**src/rtl/sc_core.sv**
```systemverilog
`timescale 1ns/1ps
module sc_core #(
  parameter int IMEM_WORDS = 64,
  parameter int DMEM_WORDS = 64
) (
  input  logic        clk,
  input  logic        rst_n,
  output logic [31:0] pc_out,
  output logic [31:0] instr_out,
  output logic        rf_we,
  output logic [4:0]  rf_waddr,
  output logic [31:0] rf_wdata,
  output logic        dm_we,
  output logic [31:0] dm_addr,
  output logic [31:0] dm_wdata
);
  localparam int IA_W = $clog2(IMEM_WORDS);
  localparam int DA_W = $clog2(DMEM_WORDS);
  localparam logic [5:0] OP_RT = 6'b000000, OP_LW = 6'b100011, OP_SW = 6'b101011,
                         OP_BEQ = 6'b000100, OP_J = 6'b000010;

  logic [31:0] imem [IMEM_WORDS];
  logic [31:0] dmem [DMEM_WORDS];
  logic [31:0] regs [32];

  logic [31:0] pc, instr, rd_a, rd_b, imm_ext, opnd_b, alu_y;
  logic [31:0] pc_seq, pc_br, pc_jmp, pc_nxt;
  logic [5:0]  opc, fn;
  logic [4:0]  ra, rb, dst;
  logic [1:0]  alu_op;
  logic [2:0]  alu_ctl;
  logic        sel_rd, sel_imm, sel_mem, wr_reg, wr_mem, is_br, is_jmp, zero;

  assign instr   = imem[pc[IA_W+1:2]];
  assign opc     = instr[31:26];
  assign ra      = instr[25:21];
  assign rb      = instr[20:16];
  assign fn      = instr[5:0];
  assign imm_ext = {{16{instr[15]}}, instr[15:0]};

  always_comb begin
    sel_rd = 1'b0; sel_imm = 1'b0; sel_mem = 1'b0; wr_reg = 1'b0;
    wr_mem = 1'b0; is_br = 1'b0; is_jmp = 1'b0; alu_op = 2'b00;
    case (opc)
      OP_RT:  begin sel_rd = 1'b1; wr_reg = 1'b1; alu_op = 2'b10; end
      OP_LW:  begin sel_imm = 1'b1; sel_mem = 1'b1; wr_reg = 1'b1; end
      OP_SW:  begin sel_imm = 1'b1; wr_mem = 1'b1; end
      OP_BEQ: begin is_br = 1'b1; alu_op = 2'b01; end
      OP_J:   is_jmp = 1'b1;
      default: ;
    endcase
  end

  always_comb begin
    case (alu_op)
      2'b00: alu_ctl = 3'b010;
      2'b01: alu_ctl = 3'b110;
      default:
        case (fn)
          6'b100010: alu_ctl = 3'b110;
          6'b100100: alu_ctl = 3'b000;
          6'b100101: alu_ctl = 3'b001;
          6'b101010: alu_ctl = 3'b111;
          default:   alu_ctl = 3'b010;
        endcase
    endcase
  end

  assign rd_a   = (ra == 5'd0) ? 32'd0 : regs[ra];
  assign rd_b   = (rb == 5'd0) ? 32'd0 : regs[rb];
  assign opnd_b = sel_imm ? imm_ext : rd_b;

  always_comb begin
    case (alu_ctl)
      3'b000:  alu_y = rd_a & opnd_b;
      3'b001:  alu_y = rd_a | opnd_b;
      3'b110:  alu_y = rd_a - opnd_b;
      3'b111:  alu_y = {31'd0, $signed(rd_a) < $signed(opnd_b)};
      default: alu_y = rd_a + opnd_b;
    endcase
  end
  assign zero = (alu_y == 32'd0);

  assign pc_seq = pc + 32'd4;
  assign pc_br  = pc_seq + {imm_ext[29:0], 2'b00};
  assign pc_jmp = {pc_seq[31:28], instr[25:0], 2'b00};
  assign pc_nxt = is_jmp ? pc_jmp : ((is_br && zero) ? pc_br : pc_seq);

  assign dst      = sel_rd ? instr[15:11] : rb;
  assign rf_we    = wr_reg && (dst != 5'd0);
  assign rf_waddr = dst;
  assign rf_wdata = sel_mem ? dmem[alu_y[DA_W+1:2]] : alu_y;
  assign dm_we    = wr_mem;
  assign dm_addr  = alu_y;
  assign dm_wdata = rd_b;
  assign pc_out    = pc;
  assign instr_out = instr;

  always_ff @(posedge clk or negedge rst_n) begin
    if (!rst_n) begin
      pc <= 32'd0;
      for (int i = 0; i < 32; i++) regs[i] <= 32'd0;
    end else begin
      pc <= pc_nxt;
      if (rf_we) regs[dst] <= rf_wdata;
    end
  end

  always_ff @(posedge clk) begin
    if (rst_n && wr_mem) dmem[alu_y[DA_W+1:2]] <= rd_b;
  end
endmodule

```
**config.mk**
```make
export PLATFORM = sky130hd
export DESIGN_NAME = sc_core
export DESIGN_NICKNAME = d
export VERILOG_FILES = /design/src/rtl/sc_core.sv
export SDC_FILE = /design/constraint.sdc
export NUM_CORES = 1
export LEC_CHECK = 0
export ABC_AREA = 1
export BUFFER_PORTS_ARGS = -buffer_cell sky130_fd_sc_hd__buf_2
export CAP_MARGIN = 5
export CORE_MARGIN = 10
export CORE_UTILIZATION = 39
export CTS_BUF_LIST = sky130_fd_sc_hd__clkbuf_8
export DETAILED_ROUTE_END_ITERATION = 12
export PLACE_DENSITY = 0.77
export SLEW_MARGIN = 20
export SYNTH_ARGS = -nofsm -noshare
export SYNTH_HDL_FRONTEND = slang
export SYNTH_SLANG_ARGS = --single-unit
```
**constraint.sdc**
```tcl
create_clock -name clk -period 1.14 [get_ports clk]
set_input_delay 0.057 -clock clk [delete_from_list [all_inputs] [get_ports clk]]
set_output_delay 0.057 -clock clk [all_outputs]
set_load 0.01 [all_outputs]
```
==> run metrics, run 1 <==
Clk pwr share 0.433; multiplexer area fraction after synthesis 0; CTS tree yes; adder-cell area share of the yosys netlist 0.00466; sequential area share after synthesis 0.279; area delta synth->final 12.3%; Critical Path RT between 1 and 1.5 ns; Via density roughly 4; synthesized cell area 0.00269 mm^2; Final period util 1.18; Post-Synth Simple-Gate Area 0.257; RSZ-0062 raised after global routing true; Critical Path Fanout Max 2; DRC 0; initial antenna violation count 0; Fmax achieved 745 MHz; Final Hold Fails 0; sw frac 0.277; GRT Overall Usage 0.0998; # rows 30; Synth Flop Type dfrtp_1; die height approximately 100 um; Worst Path Arrival roughly 1.5 ns; sw power ~650 uW; Yosys top cell area share 0.383; Root Buffer clkbuf_8; 1st-pass router iterations 4; internal power roughly 1700 uW; post-route setup slack -0.203 ns; Clk pin slew, worst setup/hold paths around 0.060 ns; Fillers 643; top post-synthesis cells by area buf_4 (38%), dfrtp_1 (28%), nand2_1 (11%); CP Cell Sequence ha_4 > buf_6 > nand3_4 > nor2_4 > and2_4 > nand2_1 > nand2_1 > nand2_1; most frequent cell after synthesis buf_4; # clock sinks 30; Syn Area/Cell ~7.9 um^2; synth warn 0; post-synthesis xor/xnor area fraction 0.0517; MaxCap Viol Count 0; Yosys top cell by area buf_4; hold_ws around 0.15 ns; fin nets around 430; RR Startpoint pc_out[3]; crit path launch pc_out[3]; multi-input logic area around 0.0015 mm^2; Async SR Flop Fraction 1.00; Crit path largest cell delay just over 0.4 ns; Ports roughly 170; leakage power 0.00178 uW; Slowest cell on crit path dfrtp_1; htree depth 2; Inserted Clock Buffers 5; gpl congestion 0.915; crit end category flop; ratio of cells with drive above 1 in the final layout 0.286; final wirelength 6520 um; post-synthesis compound-gate area fraction 0; hold crit path type in -> async; Post-synth EDFFs 0; final setup TNS -3.41 ns; HPWL Detailed roughly 5300 um; wire length per cell between 10 and 15 um; core area around 0.0068 mm^2; most frequent CP cell nand2_1; critical path launch point type flop; first-pass GRT wire length 8500 um; Final min period 1.34 ns; Detail Route Antenna Nets 0; Setup violations, final 28; reg2reg setup slack -0.20 ns; DIE AREA between 0.01 and 0.015 mm^2; Max IR drop VDD between 600 and 700 uV; Clock Path Buffers 2; Clk Latency, worst-skew pair about 0.28 ns; largest family of logic cells by synthesized area buffers and inverters; ANT cells 0; Combinational Power Share 0.111; Largest register FFs 30; Port Buffers 31; Final Skew between 0.008 and 0.009 ns; Worst Path Class, Setup reg -> reg; Synth top cells by count buf_4 (137), nand2_1 (79), dfrtp_1 (30); total power draw approximately 2300 uW; Unique masters post-synth 19; Synth Instances around 340; failing checks setup timing; total number of vias around 2000; total power per unit cell area 773 mW/mm^2; pin count of the biggest net entering global routing 15; status finished with violations; die span in x between 100 and 150 um; Synth Register Bits 30; initial core utilization 0.398; R2R depth 8; Flop pwr share 0.456; GRT overflow 0; final core utilization 0.447; drt first-iter violations approximately 170; worst r2r dst pc_out[28]; Max Slew Vio Count 0; Sequential Area 752 um^2; vias in the first global route about 1800; end of the critical path pc_out[28]
[area by class of cell]
| cell class | instances | area share |
|---|---|---|
| clock buffers | 8 | 0.0365 |
| inverters | 17 | 0.0211 |
| multi-input cells | 294 | 0.484 |
| flip-flops and latches | 30 | 0.249 |
| well taps | 80 | 0.0332 |
| repair buffers | 77 | 0.176 |
[repair_timing]
item	4_1_cts	5_1_grt
pin swaps	9	7
gates resized for setup	7	21
endpoints found under the setup margin	24	26
buffers inserted	1	9
hold endpoints to repair	30	0
hold buffers	1	0
[critical path, delay by kind of cell, from the launching register on]
family	cells	cell delay, ns
adders and majority gates	1	0.18
buffers and inverters	1	0.11
DFF	1	0.41
and+or+nand+nor	6	0.53
[layer usage]
metal | GRT usage | routed length [um] | share of wire
met5 | 0 | 0 | 0
met4 | 0.0235 | 84 | 0.013
met3 | 0.0282 | 691 | 0.11
met2 | 0.181 | 3350 | 0.51
met1 | 0.112 | 2400 | 0.37
[logic make-up (layout without fill, tap and decap cells)]
logic type,Yosys count,in the layout
AND/OR/NAND/NOR,141,141
buffers and inverters,154,102
adder cells (fa/ha/maj),1,1
XOR/XNOR,15,15
other,1,137
flip-flops,30,30
[worst min path at each step]
stage	startpoint	endpoint	slack (ns)
after CTS	rst_n	pc_out[6]	0.15
after detailed placement	rst_n	pc_out[3]	-0.08
after global placement	rst_n	pc_out[2]	-0.08
after global routing	rst_n	pc_out[6]	0.18
after floorplan	rst_n	pc_out[10]	-0.24
final	rst_n	pc_out[6]	0.15
[metrics by stage]
stage	instances	instance area [um^2]	setup slack [ns]
after global routing	506	3020	-0.263
after detailed placement	487	2710	-0.188
final	506	3020	-0.203
after CTS	497	2870	-0.172
after global placement	487	2710	-0.112
after floorplan	478	3210	-0.173
[power by group through the flow]
stage	registers (uW)	clock network [uW]	logic [uW]
floorplan	1080	0	544
global placement	1080	0	229
detailed placement	1080	0	230
CTS	1060	1030	232
global route	1060	1090	291
finish	1060	1010	258
[cell usage in the layout (no fill, tap or decap), types with 3 or more instances in the layout]
cell and instances:
buf_4 40, nand3_1 6, nand2_4 3, nand2_1 72, inv_1 16, buf_2 31
xor2_1 10, nor2_8 3, conb_1 137, nor2_2 6, nor2_4 9, buf_6 4
clkbuf_8 8, nand3b_1 7, dfrtp_1 29, xnor2_1 3, nor2_1 22, nand2_2 9
Power figures use the tool's default switching activity.
==> inputs of run 2 (changes only) <==
- CORE_MARGIN: 10 -> not set
- CTS_BUF_LIST: sky130_fd_sc_hd__clkbuf_8 -> sky130_fd_sc_hd__clkbuf_16
- REMOVE_ABC_BUFFERS: not set -> 1
==> run 2 against run 1 <==
Against the previous run:
- final area rose by 0.99%
- fmax up 5.2%
- hold slack improved by 0.077 ns
- sequential share of layout area shrank 0.29 points
- global-route usage rose by 3.2 points
- sequential power is essentially flat
- critical path type unchanged
- combinational power fell by 8.1%
- largest power group is now the clock network
- the flow still finishes with violations (setup timing)
- wire length is 25% lower
- via count is 1.9% lower
- clock power up 22%
- total power grew 8.6%
- cell count shrank 0.59%
- critical endpoint is now pc_out[23]
- highest routed layer unchanged
==> run metrics, run 2 (same netlist as run 1, synthesis figures left out) <==
DIE AREA 0.00723 mm^2 (was 0.0106 mm^2); most common cell after layout, fill and taps aside conb_1 (unchanged); kind of cell adding the most delay to the critical path simple AND/OR/NAND/NOR gates (unchanged); status finished with violations (unchanged); Detail Route Antenna Nets 0 (unchanged); Largest register FFs 30 (unchanged); most frequent CP cell nand2_1 (unchanged); crit end category flop (unchanged); Port Buffers 31 (unchanged); 1st-pass router iterations 4 (unchanged); Ports 169 (unchanged); GRT Overall Usage 0.132 (was 0.0998); Final Skew 0.00802 ns (was 0.00875 ns); die height 85.0 um (was 103 um); Setup violations, final 26 (was 28); Critical Path RT 1.30 ns (was 1.31 ns); htree depth 2 (unchanged); Worst Path Class, Setup reg -> reg (unchanged); wire length per cell 9.78 um (was 12.9 um); Fillers 595 (was 643); die span in x 85.0 um (was 103 um); DRC 0 (unchanged); final setup TNS -2.34 ns (was -3.41 ns); area delta synth->final 13.5% (was 12.3%); Clk Latency, worst-skew pair 0.28 ns (about the same); Worst Path Arrival 1.44 ns (was 1.51 ns); final wirelength 4920 um (was 6520 um); core area 0.00649 mm^2 (was 0.00676 mm^2); RSZ-0062 raised after global routing true (unchanged); total number of vias 1931 (was 1969); # clock sinks 30 (unchanged); post-route setup slack -0.137 ns (was -0.203 ns); Final min period 1.28 ns (was 1.34 ns); drt first-iter violations 33 (was 172); Clock Path Buffers 2 (unchanged); pin count of the biggest net entering global routing 18 (was 15); hold_ws 0.225 ns (was 0.148 ns); CTS tree yes (unchanged); most frequent cells in the layout conb_1 (137), nand2_1 (72), buf_4 (39) (was conb_1 (137), nand2_1 (72), buf_4 (40)); initial core utilization 0.414 (was 0.398); Critical Path Fanout Max 5 (was 2); Final Hold Fails 0 (unchanged); gpl congestion 0.830 (was 0.915); GRT overflow 0 (unchanged); ANT cells 0 (unchanged); MaxCap Viol Count 0 (unchanged); Root Buffer clkbuf_16 (was clkbuf_8); final core utilization 0.469 (was 0.447); critical path launch point type flop (unchanged); Clk pin slew, worst setup/hold paths 0.05 ns (was 0.06 ns); CP bufs+invs 0 (was 1); Via density 3.84 (was 3.89); leakage power 0.00181 uW (was 0.00178 uW); fin nets 428 (unchanged); Crit path largest cell delay 0.41 ns (about the same); hold crit path type in -> async (unchanged); HPWL Detailed 3860 um (was 5310 um); ratio of cells with drive above 1 in the final layout 0.289 (was 0.286); initial antenna violation count 0 (unchanged); vias in the first global route 1686 (was 1801); failing checks setup timing (unchanged); Max Slew Vio Count 0 (unchanged); Max IR drop VDD 836 uV (was 616 uV); first-pass GRT wire length 7430 um (was 8500 um); Inserted Clock Buffers 5 (unchanged); Slowest cell on crit path dfrtp_1 (unchanged); total power per unit cell area 831 mW/mm^2 (was 773 mW/mm^2); CP Cell Sequence nand2_1 > nor2_2 > nand2_1 > nor2_4 > nand2_1 > nand2_1 > nand2_1 (was ha_4 > buf_6 > nand3_4 > nor2_4 > and2_4 > nand2_1 > nand2_1 > nand2_1); Fmax achieved 783 MHz (was 745 MHz); # rows 29 (was 30); Final period util 1.12 (was 1.18)
## run 2: cell count changes in the layout (fill, tap and decap cells not counted), moves of 2 or more
cell       before  now
buf_6           4    6
nor2_1         22   18
clkbuf_8        8    0
inv_1          16   18
nor2_2          6   11
clkbuf_16       0    5
## run 2: area by class of cell
class / count / area, um^2 / share of cell area
tap: 77 / 96.3 / 0.0316
clock inverter: 3 / 12.5 / 0.00410
sequential: 30 / 751 / 0.246
clock buffer: 5 / 125 / 0.0410
multi-input combinational: 294 / 1460 / 0.479
inverter: 17 / 63.8 / 0.0209
timing repair buffer: 77 / 541 / 0.177
## run 2: layer usage
metal | track usage | vias to the layer above | share of wire
met5 | 0 | - | 0
met4 | 0.0447 | 0 | 0.0055
met3 | 0.0340 | 4 | 0.060
met2 | 0.239 | 101 | 0.53
met1 | 0.149 | 903 | 0.40
li1 | - | 923 | -
## run 2: worst register-to-register path, stage by stage (launching register included)
cell,delay [ns]
dfrtp_1,0.41
nand2_1,0.12
nor2_2,0.17
nand2_1,0.11
nor2_4,0.18
nand2_1,0.08
nand2_1,0.06
nand2_1,0.05
## run 2: path summary, 6_finish.rpt
| kind | start | end | slack, ns | depth (start not counted) |
|---|---|---|---|---|
| min in group clk | pc_out[31] | pc_out[31] | 0.50 | 2 |
| hold reg to reg | pc_out[31] | pc_out[31] | 0.50 | 2 |
| setup / recovery | pc_out[11] | pc_out[23] | -0.14 | 7 |
| hold / removal | rst_n | pc_out[16] | 0.23 | 2 |
| setup reg to reg | pc_out[11] | pc_out[23] | -0.14 | 7 |
| max in group asynchronous | rst_n | pc_out[25] | 0.52 | 3 |
## run 2: where the power goes
group | internal, uW | leakage [uW] | switching, uW
sequential | 1070 | 0.000405 | 0
clock | 786 | 0.0000724 | 445
combinational | 10.2 | 0.00133 | 226
total | 1860 | 0.00181 | 672
## run 2: stage by stage
step / worst slack, ns / total power [uW] / cells / area (um^2)
2_1_floorplan: -0.187 / 1280 / 341 / 2170
5_1_grt: -0.259 / 2640 / 503 / 3050
4_1_cts: -0.135 / 2550 / 500 / 2940
3_3_place_gp: -0.139 / 1310 / 486 / 2710
3_5_place_dp: -0.170 / 1310 / 486 / 2710
6_report: -0.137 / 2530 / 503 / 3050
## run 2: repair_timing
action | in CTS | in global routing
pin swaps | 13 | 13
resized for setup | 13 | 22
hold buffers | 1 | 0
cloned | 0 | 0
endpoints found under the hold margin | 30 | 0
setup endpoints to repair | 25 | 27
setup buffers | 5 | 4
